==> src/rtl/ldpc_cnu_pkg.sv <==
package ldpc_cnu_pkg;

    // Structure of one check node and of its quantised messages
    localparam int DEG       = 6;
    localparam int MAG_W     = 4;
    localparam int MSG_W     = MAG_W + 1;
    localparam int WORD_W    = MSG_W + 1;
    localparam int MAG_MAX   = (1 << MAG_W) - 1;
    localparam int SUM_W     = $clog2(DEG * MAG_MAX + 1);
    localparam int LUT_IN_W  = 4;
    localparam int LUT_TOP   = (1 << LUT_IN_W) - 1;
    localparam int RAW_W     = MAG_W + 1;

    // Variable-to-check word as it arrives from the memory side
    typedef struct packed {
        logic             hard;
        logic             sgn;
        logic [MAG_W-1:0] mag;
    } v2c_word_t;

    // Check-to-variable message as it leaves the unit
    typedef struct packed {
        logic             sgn;
        logic [MAG_W-1:0] mag;
    } c2v_msg_t;

    // Contents of the mid-pipeline register
    typedef struct packed {
        logic                               parity;
        logic [DEG-1:0]                     xsgn;
        logic [DEG-1:0][LUT_IN_W-1:0]       xidx;
    } mid_stage_t;

    // Clamp an exclusion sum onto the table's input range
    function automatic logic [LUT_IN_W-1:0] clamp_sum(input logic [SUM_W-1:0] s);
        if (s > SUM_W'(LUT_TOP))
            return LUT_IN_W'(LUT_TOP);
        return s[LUT_IN_W-1:0];
    endfunction

    // Quantised ln((1+e^-x)/(1-e^-x)), input and output LSB = 0.25.
    // Index 0 stands for an unbounded result and is clipped below.
    function automatic logic [MAG_W-1:0] phi_lookup(input logic [LUT_IN_W-1:0] idx);
        logic [RAW_W-1:0] raw;
        case (idx)
            LUT_IN_W'(0):  raw = RAW_W'(31);
            LUT_IN_W'(1):  raw = RAW_W'(8);
            LUT_IN_W'(2):  raw = RAW_W'(6);
            LUT_IN_W'(3):  raw = RAW_W'(4);
            LUT_IN_W'(4):  raw = RAW_W'(3);
            LUT_IN_W'(5):  raw = RAW_W'(2);
            LUT_IN_W'(6):  raw = RAW_W'(2);
            LUT_IN_W'(7):  raw = RAW_W'(1);
            LUT_IN_W'(8):  raw = RAW_W'(1);
            LUT_IN_W'(9):  raw = RAW_W'(1);
            LUT_IN_W'(10): raw = RAW_W'(1);
            LUT_IN_W'(11): raw = RAW_W'(1);
            default:       raw = '0;
        endcase
        if (raw > RAW_W'(MAG_MAX))
            return MAG_W'(MAG_MAX);
        return raw[MAG_W-1:0];
    endfunction

endpackage

==> src/rtl/cnu_extrinsic.sv <==
module cnu_extrinsic
    import ldpc_cnu_pkg::*;
(
    input  v2c_word_t  words [DEG],
    output mid_stage_t mid
);

    logic [SUM_W-1:0] mag_total;
    logic             sgn_total;
    logic             hard_total;

    // Totals over all edges, each edge then removes itself
    always_comb begin
        mag_total  = '0;
        sgn_total  = 1'b0;
        hard_total = 1'b0;
        for (int e = 0; e < DEG; e++) begin
            mag_total  = mag_total + SUM_W'(words[e].mag);
            sgn_total  = sgn_total ^ words[e].sgn;
            hard_total = hard_total ^ words[e].hard;
        end
    end

    assign mid.parity = hard_total;

    for (genvar g = 0; g < DEG; g++) begin : g_edge
        logic [SUM_W-1:0] others;
        assign others        = mag_total - SUM_W'(words[g].mag);
        assign mid.xsgn[g]   = sgn_total ^ words[g].sgn;
        assign mid.xidx[g]   = clamp_sum(others);
    end

endmodule

==> src/rtl/cnu_stage.sv <==
module cnu_stage
    import ldpc_cnu_pkg::*;
(
    input  logic       clk,
    input  logic       rst,
    input  logic       in_valid,
    input  mid_stage_t d,
    output logic       q_valid,
    output mid_stage_t q
);

    always_ff @(posedge clk) begin
        if (rst)
            q_valid <= 1'b0;
        else
            q_valid <= in_valid;
    end

    // Payload has no reset: it is qualified by q_valid
    always_ff @(posedge clk) begin
        if (in_valid)
            q <= d;
    end

endmodule

==> src/rtl/cnu_lookup.sv <==
module cnu_lookup
    import ldpc_cnu_pkg::*;
(
    input  mid_stage_t           q,
    output logic [DEG*MSG_W-1:0] msgs
);

    for (genvar g = 0; g < DEG; g++) begin : g_edge
        c2v_msg_t m;
        assign m.sgn = q.xsgn[g];
        assign m.mag = phi_lookup(q.xidx[g]);
        assign msgs[g*MSG_W +: MSG_W] = m;
    end

endmodule

==> src/rtl/ldpc_cnu.sv <==
module ldpc_cnu
    import ldpc_cnu_pkg::*;
(
    input  logic                  clk,
    input  logic                  rst,
    input  logic                  in_valid,
    input  logic [DEG*WORD_W-1:0] in_words,
    output logic                  out_valid,
    output logic [DEG*MSG_W-1:0]  out_msgs,
    output logic                  out_parity
);

    v2c_word_t  words [DEG];
    mid_stage_t mid_d;
    mid_stage_t mid_q;

    for (genvar g = 0; g < DEG; g++) begin : g_unpack
        assign words[g] = in_words[g*WORD_W +: WORD_W];
    end

    cnu_extrinsic u_front (
        .words (words),
        .mid   (mid_d)
    );

    cnu_stage u_stage (
        .clk      (clk),
        .rst      (rst),
        .in_valid (in_valid),
        .d        (mid_d),
        .q_valid  (out_valid),
        .q        (mid_q)
    );

    cnu_lookup u_back (
        .q    (mid_q),
        .msgs (out_msgs)
    );

    assign out_parity = mid_q.parity;

endmodule

==> config.mk <==
export PLATFORM = sky130hd
export DESIGN_NAME = ldpc_cnu
export DESIGN_NICKNAME = d
export VERILOG_FILES = /design/src/rtl/ldpc_cnu_pkg.sv /design/src/rtl/cnu_extrinsic.sv /design/src/rtl/cnu_stage.sv /design/src/rtl/cnu_lookup.sv /design/src/rtl/ldpc_cnu.sv
export SDC_FILE = /design/constraint.sdc
export NUM_CORES = 1
export LEC_CHECK = 0
export BUFFER_PORTS_ARGS = -buffer_cell sky130_fd_sc_hd__buf_2
export CAP_MARGIN = 20
export CORE_MARGIN = 2
export CORE_UTILIZATION = 28
export DETAILED_ROUTE_END_ITERATION = 8
export GPL_ROUTABILITY_DRIVEN = 1
export PLACE_DENSITY = 0.51
export RECOVER_POWER = 50
export SYNTH_ARGS = -nofsm -noshare
export SYNTH_HDL_FRONTEND = slang
export SYNTH_SLANG_ARGS = --single-unit
export TNS_END_PERCENT = 20
==> constraint.sdc <==
create_clock -name clk -period 8.65 [get_ports clk]
set_input_delay 2.595 -clock clk [delete_from_list [all_inputs] [get_ports clk]]
set_output_delay 2.595 -clock clk [all_outputs]
set_load 0.01 [all_outputs]
# --- Yosys cells after proc, flatten, opt, wreduce, memory -nomap -nowiden ---
# Memory sizes are Yosys's and may differ from the RTL's. A register that Yosys moved wholly into a read port is not among the register bits.
# Cells that the tools add are included.
totals:
  register_bits: 32
  mem_bits_ro: 480
  inputBits: 39
  memories: 6
classes:
  addsub: 11
  magnitude_cmp: 12
  muxes: 42
  bitwise: 16
mem_list:
  columns: ["memory", "words", "word_bits", "rd", "rd_ports_with_merged_regs", "write_ports", "line", "source"]
  rows:
  - ["(no name shown)", 16, 5, 1, 1, 0, "ldpc_cnu_pkg.sv:45", "case (idx)"]
  - ["(no name shown)", 16, 5, 1, 1, 0, "ldpc_cnu_pkg.sv:45", null]
  - ["(no name shown)", 16, 5, 1, 1, 0, "ldpc_cnu_pkg.sv:45", null]
  - ["(no name shown)", 16, 5, 1, 1, 0, "ldpc_cnu_pkg.sv:45", null]
  - ["(no name shown)", 16, 5, 1, 1, 0, "ldpc_cnu_pkg.sv:45", null]
  - ["(no name shown)", 16, 5, 1, 1, 0, "ldpc_cnu_pkg.sv:45", null]
ops:
  columns: ["operator", "count"]
  rows:
  - ["$mux 4", 30]
  - ["$gt 7x4->1 const B", 6]
  - ["$sub 7x4->7", 6]
  - ["$gt 5x4->1 const B", 6]
  - ["$add 7x4->7", 4]
  - ["$xor 1x1->1", 16]
  - ["$mux 1", 12]
  - ["$add 4x4->5", 1]

# --- Logic depth before layout (Yosys ltp) ---
depth:
  depth_word: 10
  mapped_depth: 23
  ltp_nobuf: 23

# --- By module ---
# A second synthesis with hierarchy kept.
unflattened:
  hier_cells: 334
  hier_area_um2: 3425.8
by_module_without_submodules:
  columns: ["mod", "instances", "cells_per_inst", "area_per_inst_um2", "seq_area_each_um2"]
  rows:
  - ["cnu_extrinsic", 1, 223, 1858.0, 0.0]
  - ["cnu_stage", 1, 33, 964.7, 950.9]
  - ["cnu_lookup", 1, 78, 603.1, 0.0]

# --- Worst setup path after synthesis ---
# No wires, ideal clock.
synth_timing:
  path_kind: "input to register"
  startpoint: "in in_words[0]"
  endpoint: "reg (tool-made name)"
  t_arrival_ps: 8273
  required_ps: 8578
  slack_ps: 305
  stages: 23
  path_buffers: 0
  cell_sequence: "ha_1 fa_1 inv_1 fa_1 inv_1 fa_1 inv_1 fa_1 inv_1 ha_1 fa_1 ha_1 nor2b_1 o21ai_0 nor2b_1 a32oi_1 a21oi_1 a31o_2 inv_1 ha_1 or4b_1 o32ai_1 a2bb2oi_1"
synth_lines:
  columns: ["element", "line", "source"]
  rows:
  - ["start: declaration", "ldpc_cnu.sv:7", "input logic [DEG*WORD_W-1:0] in_words,"]

==> out/qor.txt <==
Vias in the first global route -> 3,864
CTS H-Tree Depth -> 3
RSZ-0062 raised after global routing -> no
Slowest cell delay on critical path -> 0.53 ns
Fillcell total -> 1,747
Buffers on Ports -> 70
Yosys top cell area share -> 19.1%
ANT nets after route -> 0
Hold Fails Final Rpt -> 0
Crit path launch type -> input pin
Status -> finished, violations left
Data required, critical path -> 8.92 ns
Failing checks -> max-capacitance violations, max-slew violations
Wire per inst -> 14.2 µm
Layout Skew -> 0.00534 ns
Crit path cell chain -> buf_2 -> ha_1 -> fa_1 -> inv_1 -> fa_1 -> inv_1 -> fa_1 -> inv_1 -> fa_1 -> inv_1 -> ha_1 -> fa_1 -> ha_1 -> nor2b_1 -> o21ai_0 -> nor2b_1 -> a32oi_1 -> a21oi_1 -> a31o_2 -> inv_1 -> ha_1 -> or4b_1 -> o32ai_1 -> a2bb2oi_1
Number of enable flip-flop cells after synthesis -> 31
CTS tree -> yes
Final Slew Violations -> 62
Die width -> 136 µm
Post-synthesis cell area -> 4860 µm²
Core Footprint -> 17,100 µm²
Drt first pass iters -> 4
Num CTS Buffers -> 9
Synth area leader -> edfxtp_1
Antenna violations before repair -> 1
Seq/Total Area, Yosys -> 31.9%
Layout area overhead -> 20.5%
Worst-Margin Slew -> 2.75 ns
Async S/R FF share, synth -> 0%
Sum Neg Setup Slack -> 0 ns
Hpwl dp -> 9240 µm
First-pass GRT wire length -> 18,800 µm
WL final -> 11,600 µm
Top cells by area, synth -> edfxtp_1, ha_1, dfxtp_1
Critical path arrival -> 8.56 ns
Slew HR -> -83.5%
Layout net count -> 702
Commonest non-fill, non-tap cells in the layout -> inv_1, ha_1, buf_2, clkbuf_1
I/O Pins -> 71
Final period util -> 95.9%
Post-CTS sizing -> 0
Syn avg cell area -> 9.74 µm²
Slowest-stage cell, CP -> fa_1
Mapped Nets -> 613
Iter 0 DRT Violations -> 229
Yosys cell types -> 49
Setup CP Type -> input pin to flop
Vias per Instance -> 4.69
Root buffer cell -> clkbuf_16
DR vias -> 3,841
Worst skew pair latency -> 0.33 ns
Synth Instances -> 499
Proportion of layout cells with a drive suffix above 1 -> 18.9%
Top_reg_cell synth -> edfxtp_1
Max-cap viol count -> 1
Critical path endpoint category -> flop
Reg clk slew, reported paths -> 0.05 ns
Final setup fails -> 0
Fin crit period -> 8.30 ns
Site Rows -> 48
Total track usage -> 13.2%
Initial Utilization -> 28.4%
YS warnings -> 0
Max Freq -> 121 MHz
Die Y -> 136 µm
Pin count of the biggest net entering global routing -> 62
GRT Residual Overflow -> 0
Placer Congestion -> 0.776
Yosys reg bits -> 62
Post-CTS Setup Bufs -> 0
DRC viols -> 0
Hold-fix buffers, CTS -> 0
CP max FO -> 4
# clock sinks -> 62
Die ar. -> 18,400 µm²
Max clock buf depth -> 2
Min-delay worst type -> flop to flop
worst max-delay path, delay by kind of cell:
kind | cells | cell delay [ns]
AOI/OAI and AO/OA | 6 | 1.15
adders and majority gates | 9 | 3.56
buffers and inverters | 6 | 0.37
and+or+nand+nor | 3 | 0.88
cell type report:
class	instances	area [µm²]	share of cell area (%)
Inverter	55	206	3.52
Clock buffer	12	246	4.21
Antenna cell	1	2.50	0.0427
Tap cell	225	282	4.81
Multi-Input combinational cell	368	3020	51.6
Sequential cell	62	1550	26.5
Clock inverter	4	70.1	1.20
Timing Repair Buffer	92	475	8.12
Yosys cell counts (11+ instances only):
cell type / count
a21oi_1: 24
o21ai_0: 17
fa_1: 20
ha_1: 55
inv_1: 55
dfxtp_1: 31
or2_2: 27
o211ai_1: 11
nand2_1: 31
edfxtp_1: 31
xor2_1: 15
xnor2_1: 12
nor2b_1: 14
nor2_1: 27
path summary, 6_finish.rpt:
kind | cells past startpoint | startpoint | end | slack, ns
max | 24 | in_words[0] | flop | 0.35
min | 2 | u_stage.q[22]$_SDFFCE_PP1P_ | flop | 0.57
max reg2reg | 7 | u_stage.q[21]$_SDFFCE_PP1P_ | flop | 6.80
min reg2reg | 2 | u_stage.q[22]$_SDFFCE_PP1P_ | flop | 0.57
layer usage:
| metal | up-vias | GRT usage, % | wire [µm] |
|---|---|---|---|
| met5 | - | 0 | 0 |
| met4 | 0 | 3.99 | 159 |
| met3 | 10 | 2.43 | 500 |
| met2 | 74 | 21.7 | 5210 |
| met1 | 1826 | 17.6 | 5740 |
| li1 | 1931 | - | - |
cell families (layout without fill, tap and decap cells):
group                    count (synthesis)  after routing  share of synthesized area [%]
buffers and inverters                   69            163                           5.89
flip-flops                              62             62                           31.9
other                                    0              1                              0
adder cells (fa/ha/maj)                 75             75                           22.4
multiplexers                             6              6                           1.24
AND/OR/NAND/NOR                        140            140                           15.9
XOR/XNOR                                27             27                           4.86
AO/OA/AOI/OAI                          120            120                           17.9
through the flow:
stage | util [%] | hold WS [ns] | setup WS (ns) | std cells | area [µm²]
after global placement | 32.6 | 0.557 | 0.121 | 802 | 5580
after CTS | 34.4 | 0.575 | 0.366 | 818 | 5900
after detailed placement | 32.6 | 0.563 | 0.0482 | 802 | 5580
after floorplan | - | 0.512 | 0.305 | 499 | 4860
after global routing | 34.2 | 0.599 | 0.0712 | 818 | 5860
final | 34.2 | 0.572 | 0.351 | 819 | 5860
Power is not shown: default switching activity piles up to over one toggle a cycle in this logic, so the estimate is an artifact.
